### config.mk
export PLATFORM = sky130hd
export DESIGN_NAME = gpio_irq_ctrl
export DESIGN_NICKNAME = d
export VERILOG_FILES = /design/src/rtl/gpio_irq_pkg.sv /design/src/rtl/gpio_cfg_regs.sv /design/src/rtl/gpio_in_filter.sv /design/src/rtl/gpio_edge_detect.sv /design/src/rtl/gpio_event_arb.sv /design/src/rtl/gpio_irq_ctrl.sv
export SDC_FILE = /design/constraint.sdc
export NUM_CORES = 1
export LEC_CHECK = 0
export ABC_AREA = 1
export BUFFER_PORTS_ARGS = -buffer_cell sky130_fd_sc_hd__buf_2
export CORE_ASPECT_RATIO = 1.5
export CORE_MARGIN = 2
export CORE_UTILIZATION = 61
export DETAILED_ROUTE_END_ITERATION = 8
export GPL_TIMING_DRIVEN = 0
export PLACE_DENSITY = 0.9
export SLEW_MARGIN = 20
export SYNTH_ARGS = -nofsm -noshare
export SYNTH_HDL_FRONTEND = slang
export SYNTH_SLANG_ARGS = --single-unit
export TNS_END_PERCENT = 100
### constraint.sdc
create_clock -name clk -period 2.48 [get_ports clk]
set_input_delay 0.124 -clock clk [delete_from_list [all_inputs] [get_ports clk]]
set_output_delay 0.124 -clock clk [all_outputs]
set_load 0.01 [all_outputs]
### src/rtl/gpio_irq_pkg.sv
`timescale 1ns/1ps
package gpio_irq_pkg;
  localparam int FN_W   = 4;
  localparam int BANK_W = 2;
  localparam int ADDR_W = FN_W + BANK_W;
  localparam int PADW   = (1 << BANK_W) * 8;

  localparam logic [FN_W-1:0] FN_MODE  = 4'd0;
  localparam logic [FN_W-1:0] FN_DIR   = 4'd1;
  localparam logic [FN_W-1:0] FN_DOUT  = 4'd2;
  localparam logic [FN_W-1:0] FN_DATA  = 4'd3;
  localparam logic [FN_W-1:0] FN_IEN   = 4'd4;
  localparam logic [FN_W-1:0] FN_POL   = 4'd5;
  localparam logic [FN_W-1:0] FN_EVM   = 4'd6;
  localparam logic [FN_W-1:0] FN_DBDIS = 4'd7;
  localparam logic [FN_W-1:0] FN_STAT  = 4'd8;
endpackage

### src/rtl/gpio_cfg_regs.sv
`timescale 1ns/1ps
module gpio_cfg_regs
  import gpio_irq_pkg::*;
#(
  parameter int NPIN = 18
) (
  input  logic              clk,
  input  logic              rst_n,
  input  logic [ADDR_W-1:0] reg_addr,
  input  logic              reg_wr,
  input  logic [7:0]        reg_wdata,
  input  logic              reg_rd,
  output logic [7:0]        reg_rdata,
  input  logic [NPIN-1:0]   pin_state,
  input  logic [NPIN-1:0]   stat_set,
  output logic [NPIN-1:0]   mode,
  output logic [NPIN-1:0]   dir,
  output logic [NPIN-1:0]   dout,
  output logic [NPIN-1:0]   ien,
  output logic [NPIN-1:0]   pol,
  output logic [NPIN-1:0]   evm,
  output logic [NPIN-1:0]   dbdis,
  output logic [NPIN-1:0]   stat
);
  localparam int NCFG = 8;

  logic [FN_W-1:0]   fn;
  logic [BANK_W-1:0] bank;
  logic [NPIN-1:0]   bank_mask, wr_vec, clr_mask, rd_vec;
  logic [NPIN-1:0]   cfg_q [NCFG];
  logic [NPIN-1:0]   stat_q;
  logic [PADW-1:0]   rd_pad;

  assign fn   = reg_addr[ADDR_W-1:BANK_W];
  assign bank = reg_addr[BANK_W-1:0];

  always_comb begin
    for (int p = 0; p < NPIN; p++) begin
      bank_mask[p] = (bank == BANK_W'(p / 8));
      wr_vec[p]    = reg_wdata[p % 8];
    end
  end

  always_ff @(posedge clk or negedge rst_n) begin
    if (!rst_n) begin
      for (int f = 0; f < NCFG; f++) cfg_q[f] <= '0;
    end else if (reg_wr && fn < FN_W'(NCFG) && fn != FN_DATA) begin
      cfg_q[fn[2:0]] <= (cfg_q[fn[2:0]] & ~bank_mask) | (wr_vec & bank_mask);
    end
  end

  assign clr_mask = (reg_rd && fn == FN_STAT) ? bank_mask : '0;

  always_ff @(posedge clk or negedge rst_n) begin
    if (!rst_n) stat_q <= '0;
    else        stat_q <= (stat_q & ~clr_mask) | stat_set;
  end

  always_comb begin
    case (fn)
      FN_DATA: rd_vec = pin_state;
      FN_STAT: rd_vec = stat_q;
      default: rd_vec = (fn < FN_W'(NCFG)) ? cfg_q[fn[2:0]] : '0;
    endcase
    rd_pad = {{(PADW-NPIN){1'b0}}, rd_vec};
  end

  always_ff @(posedge clk or negedge rst_n) begin
    if (!rst_n)      reg_rdata <= '0;
    else if (reg_rd) reg_rdata <= rd_pad[bank*8 +: 8];
  end

  assign mode  = cfg_q[FN_MODE[2:0]];
  assign dir   = cfg_q[FN_DIR[2:0]];
  assign dout  = cfg_q[FN_DOUT[2:0]];
  assign ien   = cfg_q[FN_IEN[2:0]];
  assign pol   = cfg_q[FN_POL[2:0]];
  assign evm   = cfg_q[FN_EVM[2:0]];
  assign dbdis = cfg_q[FN_DBDIS[2:0]];
  assign stat  = stat_q;

  AST_STAT_SET_SRC: assert property (@(posedge clk) disable iff (!rst_n)
    1'b1 |=> ((stat_q & ~$past(stat_q) & ~$past(stat_set)) == '0));
  AST_RD_CLEARS: assert property (@(posedge clk) disable iff (!rst_n)
    (reg_rd && fn == FN_STAT) |=> ((stat_q & $past(bank_mask) & ~$past(stat_set)) == '0));
  AST_RDATA_PAD: assert property (@(posedge clk) disable iff (!rst_n)
    (reg_rd && bank == BANK_W'(3)) |=> (reg_rdata == 8'h00));
endmodule

### src/rtl/gpio_in_filter.sv
`timescale 1ns/1ps
module gpio_in_filter #(
  parameter int NPIN     = 18,
  parameter int DB_TICKS = 4
) (
  input  logic            clk,
  input  logic            rst_n,
  input  logic            tick,
  input  logic [NPIN-1:0] pin_in,
  input  logic [NPIN-1:0] dbdis,
  output logic [NPIN-1:0] level
);
  localparam int CNT_W = $clog2(DB_TICKS + 1);

  logic [NPIN-1:0]  s1, s2, filt;
  logic [CNT_W-1:0] cnt [NPIN];

  always_ff @(posedge clk or negedge rst_n) begin
    if (!rst_n) begin
      s1 <= '0;
      s2 <= '0;
    end else begin
      s1 <= pin_in;
      s2 <= s1;
    end
  end

  for (genvar g = 0; g < NPIN; g++) begin : g_pin
    always_ff @(posedge clk or negedge rst_n) begin
      if (!rst_n) begin
        filt[g] <= 1'b0;
        cnt[g]  <= '0;
      end else if (dbdis[g]) begin
        filt[g] <= s2[g];
        cnt[g]  <= '0;
      end else if (s2[g] == filt[g]) begin
        cnt[g]  <= '0;
      end else if (tick) begin
        if (cnt[g] == CNT_W'(DB_TICKS - 1)) begin
          filt[g] <= s2[g];
          cnt[g]  <= '0;
        end else begin
          cnt[g]  <= cnt[g] + 1'b1;
        end
      end
    end

    AST_DB_STABLE: assert property (@(posedge clk) disable iff (!rst_n)
      (!dbdis[g] && $past(!dbdis[g]) && filt[g] != $past(filt[g])) |-> ($past(s2[g]) == filt[g]));
  end

  assign level = filt;
endmodule

### src/rtl/gpio_edge_detect.sv
`timescale 1ns/1ps
module gpio_edge_detect #(
  parameter int NPIN = 18
) (
  input  logic            clk,
  input  logic            rst_n,
  input  logic [NPIN-1:0] level,
  input  logic [NPIN-1:0] mode,
  input  logic [NPIN-1:0] dir,
  input  logic [NPIN-1:0] pol,
  input  logic [NPIN-1:0] evm,
  output logic [NPIN-1:0] stat_set,
  output logic [NPIN-1:0] ev_req
);
  logic [NPIN-1:0] level_q, rise, fall, is_in;

  always_ff @(posedge clk or negedge rst_n) begin
    if (!rst_n) level_q <= '0;
    else        level_q <= level;
  end

  assign rise     = level & ~level_q;
  assign fall     = ~level & level_q;
  assign is_in    = ~mode & ~dir;
  assign stat_set = ((pol & rise) | (~pol & fall)) & is_in & ~evm;
  assign ev_req   = (rise | fall) & is_in & evm;

  AST_EV_EXCLUSIVE: assert property (@(posedge clk) disable iff (!rst_n)
    (ev_req != '0) |-> ((ev_req & $past(~evm)) == '0 || $changed(evm)));
endmodule

### src/rtl/gpio_event_arb.sv
`timescale 1ns/1ps
module gpio_event_arb #(
  parameter int NPIN  = 18,
  parameter int PIN_W = 5
) (
  input  logic            clk,
  input  logic            rst_n,
  input  logic [NPIN-1:0] ev_req,
  input  logic [NPIN-1:0] level,
  input  logic            ev_ready,
  output logic            ev_valid,
  output logic [PIN_W:0]  ev_code
);
  logic [NPIN-1:0]  pend_q, lvl_q, take;
  logic             pick_any, load, out_valid_q;
  logic [PIN_W-1:0] pick_idx;
  logic [PIN_W:0]   out_code_q;

  always_comb begin
    pick_any = 1'b0;
    pick_idx = '0;
    for (int p = NPIN - 1; p >= 0; p--) begin
      if (pend_q[p]) begin
        pick_any = 1'b1;
        pick_idx = PIN_W'(p);
      end
    end
  end

  assign load = pick_any && (!out_valid_q || ev_ready);
  assign take = load ? ({{(NPIN-1){1'b0}}, 1'b1} << pick_idx) : '0;

  always_ff @(posedge clk or negedge rst_n) begin
    if (!rst_n) begin
      pend_q      <= '0;
      lvl_q       <= '0;
      out_valid_q <= 1'b0;
      out_code_q  <= '0;
    end else begin
      pend_q <= (pend_q & ~take) | ev_req;
      for (int p = 0; p < NPIN; p++)
        if (ev_req[p]) lvl_q[p] <= level[p];
      if (load) begin
        out_valid_q <= 1'b1;
        out_code_q  <= {lvl_q[pick_idx], pick_idx};
      end else if (ev_ready) begin
        out_valid_q <= 1'b0;
      end
    end
  end

  assign ev_valid = out_valid_q;
  assign ev_code  = out_code_q;

  AST_EV_HOLD: assert property (@(posedge clk) disable iff (!rst_n)
    (ev_valid && !ev_ready) |=> (ev_valid && $stable(ev_code)));
  AST_EV_PIN_RANGE: assert property (@(posedge clk) disable iff (!rst_n)
    ev_valid |-> (int'(ev_code[PIN_W-1:0]) < NPIN));
endmodule

### src/rtl/gpio_irq_ctrl.sv
`timescale 1ns/1ps
module gpio_irq_ctrl
  import gpio_irq_pkg::*;
#(
  parameter int NPIN     = 18,
  parameter int DB_TICKS = 4,
  localparam int PIN_W   = $clog2(NPIN)
) (
  input  logic              clk,
  input  logic              rst_n,
  input  logic [ADDR_W-1:0] reg_addr,
  input  logic              reg_wr,
  input  logic [7:0]        reg_wdata,
  input  logic              reg_rd,
  output logic [7:0]        reg_rdata,
  input  logic              tick,
  input  logic [NPIN-1:0]   pin_in,
  output logic [NPIN-1:0]   pin_out,
  output logic [NPIN-1:0]   pin_oe,
  output logic [NPIN-1:0]   kp_sel,
  output logic              irq,
  output logic              ev_valid,
  input  logic              ev_ready,
  output logic [PIN_W:0]    ev_code
);
  logic [NPIN-1:0] mode, dir, dout, ien, pol, evm, dbdis, stat;
  logic [NPIN-1:0] level, stat_set, ev_req, is_out, is_in, pin_state;

  assign is_out    = ~mode & dir;
  assign is_in     = ~mode & ~dir;
  assign pin_state = (is_out & dout) | (~is_out & level);

  gpio_cfg_regs #(.NPIN(NPIN)) u_regs (
    .clk, .rst_n, .reg_addr, .reg_wr, .reg_wdata, .reg_rd, .reg_rdata,
    .pin_state, .stat_set,
    .mode, .dir, .dout, .ien, .pol, .evm, .dbdis, .stat
  );

  gpio_in_filter #(.NPIN(NPIN), .DB_TICKS(DB_TICKS)) u_filter (
    .clk, .rst_n, .tick, .pin_in, .dbdis, .level
  );

  gpio_edge_detect #(.NPIN(NPIN)) u_edge (
    .clk, .rst_n, .level, .mode, .dir, .pol, .evm, .stat_set, .ev_req
  );

  gpio_event_arb #(.NPIN(NPIN), .PIN_W(PIN_W)) u_arb (
    .clk, .rst_n, .ev_req, .level, .ev_ready, .ev_valid, .ev_code
  );

  assign pin_out = dout;
  assign pin_oe  = is_out;
  assign kp_sel  = mode;
  assign irq     = |(stat & ien & is_in);

  AST_KP_QUIET: assert property (@(posedge clk) disable iff (!rst_n)
    1'b1 |=> ((stat & ~$past(stat) & $past(mode)) == '0));
endmodule

* After elaboration in Yosys (flattened, before gate mapping)
Index checks and enable logic that the tools add are counted. W data, S select, Z words.
Word-level totals: bits in registers 339, input port bits 38, output and inout port bits 70, word-level logic and storage cells 464
Cells by class: add/subtract/negate cells 18, order comparisons 4, eq/ne operators 59, shift operators 2, mux-type cells 194, bitwise logic cells 35, reduce and logical (&&, ||, !) cells 82
Operator list (count):
- $and A18 B18 Y18 | 18
- $mux W3 | 72
- $not A18 Y18 | 10
- $bwmux W144 | 1
- $mux W18 | 6
- $or A18 B18 Y18 | 6
- $mux W1 | 93
- $mux W5 | 18
- $reduce_bool A2 Y1 | 37
- $add A3 B1 Y3 const B | 18
- $bmux W18 S3 | 1
- $demux W18 S3 | 1
- $eq A3 B2 Y1 const B | 18
- $reduce_and A3 Y1 | 18
- $reduce_bool A3 Y1 | 18
- $ne A2 B2 Y1 const B | 18
- $pmux W18 S2 | 1
- $shiftx A32 B6 Y8 | 1
- $eq A1 B1 Y1 | 18
- $reduce_or A18 Y1 | 1
- $shl A1 B5 Y18 const A | 1
- $lt A5 B6 Y1 const B | 1
- $bmux W1 S5 | 1
- $logic_and A1 B1 Y1 | 5
- other kinds (12) | 12

* Logic depth before layout (Yosys ltp)
Gate-level depths: netlist of run 1.
depth after elaboration 23, gate-level depth with buffers 26, mapped depth without buffers 26

* Cells and area by module
Synthesis of run 1 repeated with hierarchy kept, for this count alone.
Second synthesis, totals: cells, all modules 2494, area total of the unflattened synthesis 19214.7 sq um
By module, submodules not included:
- gpio_cfg_regs | times used 1, cells each 1303, area each 9761.9 sq um, sequential area each 4254.1 sq um
- gpio_in_filter | times used 1, cells each 517, area each 4727.0 sq um, sequential area each 2702.6 sq um
- gpio_event_arb | times used 1, cells each 249, area each 2185.8 sq um, sequential area each 1076.0 sq um
- gpio_edge_detect | times used 1, cells each 306, area each 1891.8 sq um, sequential area each 450.4 sq um
- gpio_irq_ctrl | times used 1, cells each 119, area each 648.1 sq um, sequential area each 0.0 sq um

* Least setup slack after synthesis of run 1
Ideal clock, no wire load.
kind flip-flop to flip-flop, start point reg u_arb.pend_q[16], end point reg u_arb.out_code_q[5], in the netlist u_arb.ev_code[5], setup time 122 ps, data arrival time 1719 ps, required time 2358 ps, setup slack 639 ps, stages on the path, launching flop included 25, path buffers 0, period minus slack after synthesis 1841 ps, path through dfrtp_1 -> inv_1 -> nand2_1 -> nand2_1 -> nand2_1 -> nand2_1 -> nand2_1 -> nand2_1 -> nand2_1 -> nand2_1 -> nand2_1 -> nand2_1 -> nand2_1 -> nand2_1 -> nand2_2 -> nand2_4 -> nand2_4 -> nand2_4 -> nand2_8 -> nand2_1 -> inv_1 -> nand2_1 -> nand2_1 -> a21oi_1 -> a21oi_2
Between the ends: longest elaborated chain between the ends 19, elaborated cells on any way between the ends 37, those cells by class mux: 36; reduce/logical: 1
RTL lines:
- from (decl) | RTL line gpio_event_arb.sv:14 | logic [NPIN-1:0] pend_q, lvl_q, take;
- from (signal assigned) | RTL line gpio_event_arb.sv:40 | pend_q <= (pend_q & ~take) | ev_req;
- $mux W5 (17 in series) | RTL line gpio_event_arb.sv:23 | if (pend_q[p]) begin
- $bmux W1 S5 | RTL line gpio_event_arb.sv:45 | out_code_q <= {lvl_q[pick_idx], pick_idx};
- $mux W1 (implied by the code) | RTL line gpio_event_arb.sv:45
- to (signal assigned) | RTL line gpio_event_arb.sv:45
- to (decl) | RTL line gpio_event_arb.sv:17 | logic [PIN_W:0] out_code_q;
Several ways; a longest one is shown, not always the timed one. The select of a mux whose other input is x is not followed. A chain may end at the register's enable or synchronous reset.

* Worst setup path in the final report of run 1
start point reg u_regs.cfg_q (netlist bit u_regs.mode[11]), end point out irq
Between the ends: longest elaborated chain between the ends 4
RTL lines:
- from (decl) | RTL line gpio_cfg_regs.sv:30 | logic [NPIN-1:0] cfg_q [NCFG];
- from (signal, indexed assignment) | RTL line gpio_cfg_regs.sv:48 | cfg_q[fn[2:0]] <= (cfg_q[fn[2:0]] & ~bank_mask) | (wr_vec & bank_mask);
- $not A18 Y18 | RTL line gpio_irq_ctrl.sv:30 | assign is_in = ~mode & ~dir;
- $and A18 B18 Y18 | RTL line gpio_irq_ctrl.sv:30
- $and A18 B18 Y18 | RTL line gpio_irq_ctrl.sv:54 | assign irq = |(stat & ien & is_in);
- $reduce_or A18 Y1 | RTL line gpio_irq_ctrl.sv:54
- to (decl) | RTL line gpio_irq_ctrl.sv:21 | output logic irq,
Every way passes these cells.

==> summary.txt, run 1 <==
RUN STATUS
-----------------------------------------------------------------------------------------------
Result of the run                                                                  complete, no violations

PLACEMENT
-----------------------------------------------------------------------------------------------
Worst slack, placed                                                                  -0.0708 ns
Final GP Congestion                                                                        1.02
Number of I/O port buffers                                                                  104
Detailed placer's ending HPWL                                                           38.6 mm

CRITICAL PATH
-----------------------------------------------------------------------------------------------
Worst R2R Path Depth                                                                         23
Worst Setup Path Type                                                              flip-flop to output pin
Critical path cell sequence                                                        nor2_1, nand3_1, nand4_1, nor2_1, nand4_1, buf_2
Maximum single-stage delay on the critical path                                         0.45 ns
Combined buffer and inverter count along the critical path                                    1
CP max stage cell                                                                       dfrtp_1
Reg-to-reg critical path startpoint                                                u_arb.pend_q[16]$_DFF_PN0_
Crit-path max FO                                                                              6
Worst reg2reg setup slack                                                               0.23 ns
Arrival time of data at the critical path endpoint                                      2.20 ns
Crit. End Element                                                                    output pin
CP Launch Type                                                                        flip-flop
Reg-to-reg endpoint                                                                u_arb.pend_q[0]$_DFF_PN0_
Data required, critical path                                                            2.36 ns
Crit-path leading delay family                                                     simple AND/OR/NAND/NOR gates

ROUTE
-----------------------------------------------------------------------------------------------
Average wire length per cell after detail routing                                       23.5 µm
DRT antenna net count                                                                         0
Detail-routed via count per cell                                                           6.23
DRC marker count from the first detailed-route iteration                                  1,540
Aggregate routed wire length                                                            54.6 mm
Number of DRC violations after detailed routing                                               0
Vias                                                                                     14,500
Number of detailed-routing iterations run before antenna repair                               6

DIE
-----------------------------------------------------------------------------------------------
Die height                                                                               204 µm
Starting utilization of the core area                                                     61.7%
DIE WIDTH                                                                                137 µm
Std cell rows                                                                                73
Area of the die                                                                      27,900 µm²
I/O pin count                                                                               108
Placeable Area                                                                       26,300 µm²

SYNTHESIS
-----------------------------------------------------------------------------------------------
EDFF count, synth                                                                             0
Yosys warnings                                                                                0
Most frequently used cell type in the post-synthesis netlist                            nand2_1
Post-Synthesis Net Count                                                                  1,891
Yosys top cell by area                                                                  dfrtp_1
Fraction of post-synthesis cell area in the top cell type by area                         52.3%
Post-synthesis area per instance                                                       9.02 µm²
Number of distinct library cells after synthesis                                             51
Cell types with the largest area share after synthesis                             dfrtp_1 (52%), nand2_1 (8.5%), o21ai_0 (5.1%)
Sequential-to-total area share from yosys stat                                            52.3%
Prevailing post-synth register cell                                                     dfrtp_1
Post-synth design cell area                                                          16,200 µm²
Post-synthesis sequential element count                                                     339
Synth top cells by count                                                           nand2_1 (367), dfrtp_1 (339), inv_1 (207)
Async SR Flop Fraction                                                                     100%
Cells after synthesis                                                                     1,799

TIMING
-----------------------------------------------------------------------------------------------
Final hold violations                                                                         0
Relative max-transition margin                                                            19.8%
Setup repair after global routing missed its margin                                          no
Setup WS post-layout                                                                   0.160 ns
Final period util                                                                         93.5%
Worst-case hold slack                                                                 0.0121 ns
Clock period minus worst slack                                                          2.32 ns
Maximum clock rate                                                                    0.431 GHz
Setup Viol. Count Final                                                                       0
Slew at the pin closest to its max-slew limit                                           1.20 ns
Final Max Slew Viols                                                                          0
Final worst clock skew                                                                0.0371 ns

CTS
-----------------------------------------------------------------------------------------------
Clock input transition at the sequential cells of the worst setup and hold paths        0.07 ns
Clock tree from TritonCTS                                                                  done
Insertion delay of the later-clocked pin in the worst-skew pair                         0.56 ns
Sinks on Clock Net                                                                          339
Deepest clock path buffer count                                                               3
TritonCTS buffer count                                                                       34
Buffers inserted during post-CTS setup optimization                                           0
H-Tree Depth                                                                                  2
Clk root buf                                                                          clkbuf_16

WORST HOLD PATH
-----------------------------------------------------------------------------------------------
Sink of the worst hold path                                                        u_regs.ien[13]$_DFFE_PN0P_
Hold-critical path depth                                                                      3
Type of the most critical hold path                                                input port to flip-flop
Worst Hold Launch                                                                  reg_wdata[5]

FINISH
-----------------------------------------------------------------------------------------------
Final design utilization                                                                  71.0%
Antenna cells                                                                                 0
Proportion of layout cells with a drive suffix above 1                                    13.8%
Total Nets Final                                                                          2,057
Synthesis-to-layout area growth                                                           15.1%

POWER
-----------------------------------------------------------------------------------------------
Switching part of the total power                                                         37.4%
Internal portion of total power                                                         12.3 mW
Clk network pwr share                                                                     28.1%
Combinational Power Share                                                                 29.7%
Net Switching                                                                           7.33 mW
Part of the power in registers                                                            42.3%
IR drop worst, VDD                                                                     0.762 mV
Leakage power total                                                                     8.92 nW
Total power per unit cell area                                                      1050 nW/µm²

GLOBAL ROUTING
-----------------------------------------------------------------------------------------------
Overall overflow remaining after global route                                                 0
Largest net degree at the start of global routing                                            90
Global Route met1 Usage                                                                   47.3%
Met2 global-route usage                                                                   64.0%
Number of global-route vias before repair                                                14,500
Fraction of met3 tracks used by global routing                                            9.20%
Antenna violations before repair                                                              1
Overall Global Routing Usage                                                              40.2%
First-pass GRT wire length                                                              82.3 mm
Busiest layer in global routing                                                            met2

JOB
-----------------------------------------------------------------------------------------------
Max-Cap Viols                                                                                 0

-- power groups by stage --
stage                     clock [mW]  sequential, mW  combinational [mW]
after CTS                       5.49            8.21                5.74
after floorplan                    0            7.79                3.89
after global routing            5.72            8.39                6.47
after detailed placement           0            8.28                5.62
after global placement             0            8.20                5.30
final                           5.50            8.28                5.81
-- cells in the final DEF (no fill, tap or decap), types with 4 or more instances in the layout --
cell	netlist	final
nand2_1	367	367
nand4_1	18	18
o21ai_1	70	72
a32o_1	17	17
o21ai_2	21	21
o2111ai_1	13	13
mux2_2	9	9
o2bb2ai_1	4	4
o21ai_0	164	162
nand3_1	63	63
nor2_1	159	159
nand2_4	4	4
clkbuf_1	49	58
a2111oi_0	18	18
inv_1	207	207
clkbuf_8	0	9
nor3_4	6	6
ha_1	54	54
or2_2	6	6
a22oi_1	20	20
o32ai_1	6	6
o22ai_1	9	9
a21oi_1	31	31
a22o_1	6	6
nor3_1	18	18
dlygate4sd3_1	0	23
clkbuf_16	0	37
xnor2_1	12	12
buf_4	41	41
buf_2	3	106
a221oi_1	24	24
dfrtp_1	339	339
-- layout make-up --
type | instances | area, µm²
sequential | 339 | 8480
buffer | 96 | 541
fill | 1975 | 7630
clock buffer | 55 | 1080
timing repair buffer | 130 | 843
multi-input combinational | 1149 | 6390
inverter | 215 | 815
clock inverter | 5 | 100
tap | 337 | 422
-- worst min-delay path, stage by stage --
cell	delay, ns
buf_2	0.12
o21ai_2	0.15
o21ai_1	0.14
-- state kept, by name (all words and copies together) (netlist names), 18 cells and up --
signal,count
u_filter.cnt,54
u_arb.lvl_q,18
u_arb.pend_q,18
u_edge.level_q,18
u_filter.level,18
u_filter.s1,18
u_filter.s2,18
u_regs.cfg_q,18
u_regs.dbdis,18
u_regs.dir,18
u_regs.dout,18
u_regs.evm,18
u_regs.ien,18
u_regs.mode,18
u_regs.pol,18
u_regs.stat,18
-- logic make-up (layout without fill, tap and decap cells) --
kind of cell    after synthesis  after routing  synth area share, %
simple gates                652            652                 17.2
compound gates              420            420                 16.5
flops                       339            339                 52.3
buf+inv                     311            501                 8.35
fa+ha+maj                    54             54                 4.16
xor+xnor                     12             12                0.648
mux                          11             11                0.902
-- timing repair --
item / 4_1_cts / 5_1_grt
hold endpoints to repair: 116 / 0
hold buffers: 23 / 0
gates resized for setup: 0 / 2
endpoints found under the setup margin: 0 / 2
-- metal layers --
| layer | routed length, µm | vias up |
|---|---|---|
| li1 | - | 6327 |
| met1 | 18900 | 6927 |
| met2 | 25400 | 903 |
| met3 | 5320 | 328 |
| met4 | 5000 | 0 |
| met5 | 0 | - |
-- through the flow --
| step | area [µm²] | std cells | TNS [ns] | power, mW |
|---|---|---|---|---|
| after floorplan | 16200 | 1799 | 0 | 11.7 |
| after global placement | 17200 | 2240 | -1691.11 | 13.5 |
| after detailed placement | 17300 | 2243 | -0.178 | 13.9 |
| after CTS | 18700 | 2326 | 0 | 19.4 |
| after global routing | 18700 | 2326 | 0 | 20.6 |
| final | 18700 | 2326 | 0 | 19.6 |
-- how the worst max path moves through the flow --
stage | depth (start not counted) | slack, ns | end | start
finish | 6 | 0.16 | irq | u_regs.mode[11]$_DFFE_PN0P_
global route | 23 | 0.01 | u_arb.pend_q[4]$_DFF_PN0_ | u_arb.pend_q[16]$_DFF_PN0_
CTS | 23 | 0.23 | u_arb.pend_q[4]$_DFF_PN0_ | u_arb.pend_q[16]$_DFF_PN0_
detailed placement | 7 | -0.07 | u_regs.dbdis[14]$_DFFE_PN0P_ | reg_addr[0]
global placement | 1 | -5.03 | u_filter.s1[16]$_DFF_PN0_ | rst_n
floorplan | 24 | 0.64 | u_arb.ev_code[5]$_DFFE_PN0P_ | u_arb.pend_q[16]$_DFF_PN0_
No activity file was read; power rests on OpenSTA's default activity.
==> run 2: changes to the inputs <==
--- a/config.mk
+++ b/config.mk
@@ -6,13 +6,14 @@
 export NUM_CORES = 1
 export LEC_CHECK = 0
 export ABC_AREA = 1
-export BUFFER_PORTS_ARGS = -buffer_cell sky130_fd_sc_hd__buf_2
+export BUFFER_PORTS_ARGS = -buffer_cell sky130_fd_sc_hd__buf_4
 export CORE_ASPECT_RATIO = 1.5
 export CORE_MARGIN = 2
 export CORE_UTILIZATION = 61
 export DETAILED_ROUTE_END_ITERATION = 8
 export GPL_TIMING_DRIVEN = 0
 export PLACE_DENSITY = 0.9
+export REMOVE_ABC_BUFFERS = 1
 export SLEW_MARGIN = 20
 export SYNTH_ARGS = -nofsm -noshare
 export SYNTH_HDL_FRONTEND = slang
==> summary.txt, run 2 (same netlist as run 1, synthesis figures left out) <==
RUN STATUS
-----------------------------------------------------------------------------------------------
Result of the run                                                                  complete, but fails checks
Failing checks                                                                     design-rule violations, negative setup slack

WORST HOLD PATH
-----------------------------------------------------------------------------------------------
Type of the most critical hold path                                                input port to flip-flop
Sink of the worst hold path                                                        u_regs.dir[1]$_DFFE_PN0P_
Worst Hold Launch                                                                  reg_wdata[1]
Hold-critical path depth                                                                      3   unchanged

CRITICAL PATH
-----------------------------------------------------------------------------------------------
Worst Setup Path Type                                                              input port to flip-flop
Crit-path max FO                                                                             10   +4
Arrival time of data at the critical path endpoint                                      2.94 ns   +0.74 ns
Worst reg2reg setup slack                                                               0.24 ns   about the same
Reg-to-reg critical path startpoint                                                u_arb.pend_q[11]$_DFF_PN0_
Data required, critical path                                                            2.93 ns   +0.57 ns
Worst R2R Path Depth                                                                         10   -57%
CP Launch Type                                                                       input port
Reg-to-reg endpoint                                                                u_arb.ev_code[5]$_DFFE_PN0P_
Crit. End Element                                                                     flip-flop

FINISH
-----------------------------------------------------------------------------------------------
Synthesis-to-layout area growth                                                           13.7%
Top reg by flops                                                                   u_filter.cnt
Antenna cells                                                                                 0   unchanged
Highest-count cells in the layout ignoring fill and taps                           nand2_1 (361), dfrtp_1 (339), inv_1 (207), o21ai_0 (164), nor2_1 (156)
Final cell area excluding filler cells                                               18,500 µm²   -1.2%
Flip-flop count of the largest register, all copies and words added                          54   unchanged
Proportion of layout cells with a drive suffix above 1                                    13.0%   -0.78 points
Most frequent standard cell in the layout excluding fill and tap cells                  nand2_1
Total Nets Final                                                                          1,972   -4.1%
Non-filler instance count after layout                                                    2,238   -3.8%

TIMING
-----------------------------------------------------------------------------------------------
Final period util                                                                          100%   +6.7 points
Clock period minus worst slack                                                          2.49 ns   +0.167 ns
Worst-case hold slack                                                                 0.0306 ns   +0.0185 ns
Setup WS post-layout                                                                -0.00636 ns   -0.167 ns
Relative max-transition margin                                                            24.0%   +4.1 points
Slew at the pin closest to its max-slew limit                                           1.14 ns   -0.0658 ns
Final Max Slew Viols                                                                          0   unchanged
Setup repair after global routing missed its margin                                         yes
Final worst clock skew                                                                0.0135 ns   -0.0236 ns
Final sum of negative setup slack                                                   -0.00914 ns   -0.00914 ns
Setup Viol. Count Final                                                                       2   +2
Maximum clock rate                                                                    0.402 GHz   -6.7%
Final hold violations                                                                         0   unchanged

ROUTE
-----------------------------------------------------------------------------------------------
Number of DRC violations after detailed routing                                               1   +1
DRT antenna net count                                                                         0   unchanged
Vias                                                                                     14,000   -3.1%
Detail-routed via count per cell                                                           6.27   +0.76%
Number of detailed-routing iterations run before antenna repair                               9   +3
DRC marker count from the first detailed-route iteration                                  1,636   +6.2%
Aggregate routed wire length                                                            47.1 mm   -14%
Average wire length per cell after detail routing                                       21.0 µm   -10%

DIE
-----------------------------------------------------------------------------------------------
Std cell rows                                                                                73   unchanged
DIE WIDTH                                                                                137 µm   unchanged
Starting utilization of the core area                                                     61.7%   unchanged
Die height                                                                               204 µm   unchanged
Placeable Area                                                                       26,300 µm²   unchanged
I/O pin count                                                                               108   unchanged
Area of the die                                                                      27,900 µm²   unchanged

GLOBAL ROUTING
-----------------------------------------------------------------------------------------------
First-pass GRT wire length                                                              74.0 mm   -10%
Largest net degree at the start of global routing                                           106   +18%
Overall overflow remaining after global route                                                 0   unchanged
Antenna violations before repair                                                              0   -1
Overall Global Routing Usage                                                              34.7%   -5.5 points
Number of global-route vias before repair                                                14,100   -2.9%

CTS
-----------------------------------------------------------------------------------------------
Sinks on Clock Net                                                                          339   unchanged
TritonCTS buffer count                                                                       31   -8.8%
Clock tree from TritonCTS                                                                  done
H-Tree Depth                                                                                  1   -1
Clk root buf                                                                          clkbuf_16
Insertion delay of the later-clocked pin in the worst-skew pair                         0.58 ns   +0.02 ns
Buffers inserted during post-CTS setup optimization                                           0   unchanged
Deepest clock path buffer count                                                               3   unchanged
Clock input transition at the sequential cells of the worst setup and hold paths        0.07 ns   about the same

PLACEMENT
-----------------------------------------------------------------------------------------------
Worst slack, placed                                                                   -0.609 ns   -0.538 ns
Placed insts                                                                              2,155   -3.9%
Detailed placer's ending HPWL                                                           30.9 mm   -20%
Final GP Congestion                                                                       0.960   -6.1%
DP Area                                                                              17,100 µm²   -0.75%
Number of I/O port buffers                                                                  107   +2.9%

POWER
-----------------------------------------------------------------------------------------------
Leakage power total                                                                     8.69 nW   -2.6%
IR drop worst, VDD                                                                     0.728 mV   -4.5%
Total power per unit cell area                                                      1010 nW/µm²   -3.5%

JOB
-----------------------------------------------------------------------------------------------
Max-Cap Viols                                                                                 0   unchanged

==> run 2: layout make-up <==
type / count / area (µm²)
clock buffers: 42 / 877
repair buffers: 144 / 1290
inverters: 215 / 816
well taps: 337 / 422
flip-flops and latches: 339 / 8480
fillers: 1838 / 7860
clock inverters: 12 / 124
multi-input cells: 1149 / 6440
==> run 2: how the worst max path moves through the flow <==
stage | from | to | slack, ns
detailed placement | reg_addr[1] | u_regs.mode[8]$_DFFE_PN0P_ | -0.61
global placement | rst_n | u_filter.cnt[3]$_DFFE_PN0P_ | -1.72
global route | u_arb.pend_q[16]$_DFF_PN0_ | u_arb.ev_code[5]$_DFFE_PN0P_ | -0.003
CTS | u_arb.pend_q[17]$_DFF_PN0_ | u_arb.pend_q[0]$_DFF_PN0_ | 0.25
floorplan | reg_addr[1] | u_regs.dir[2]$_DFFE_PN0P_ | 0.52
finish | reg_rd | u_regs.stat[11]$_DFF_PN0_ | -0.006
==> run 2: through the flow <==
step                      util [%]  total power [mW]
after floorplan                  -              11.5
after global placement        64.3              13.2
after detailed placement      65.1              13.6
after CTS                     70.0              18.5
after global routing          70.1              19.8
final                         70.1              18.7
==> run 2: power breakdown <==
group / leakage [nW] / total (mW) / switching (mW) / internal [mW]
clock network: 0.496 / 4.79 / 2.11 / 2.68
logic: 3.93 / 5.72 / 3.60 / 2.13
registers: 4.26 / 8.17 / 1.31 / 6.86
==> run 2: what timing repair did <==
item                       in CTS  in global routing
resized for setup               1                  3
hold buffers                   28                  0
hold endpoints to repair      184                  0
setup endpoints to repair       1                  2
pin swaps                       0                  0
==> run 2: metal layers <==
metal  vias to the layer above  wire, µm  track usage, %
met4                         0      4440            27.4
met2                       859     22600            55.6
met1                      6703     15900            40.3
li1                       6170         -               -
met5                         -         0               0
met3                       311      4080            6.61
==> run 2: critical path: stages <==
cell and delay (ns):
buf_4 0.14, clkinv_1 0.44, nor3_1 1.06, nand2_1 0.74
a32o_1 0.43
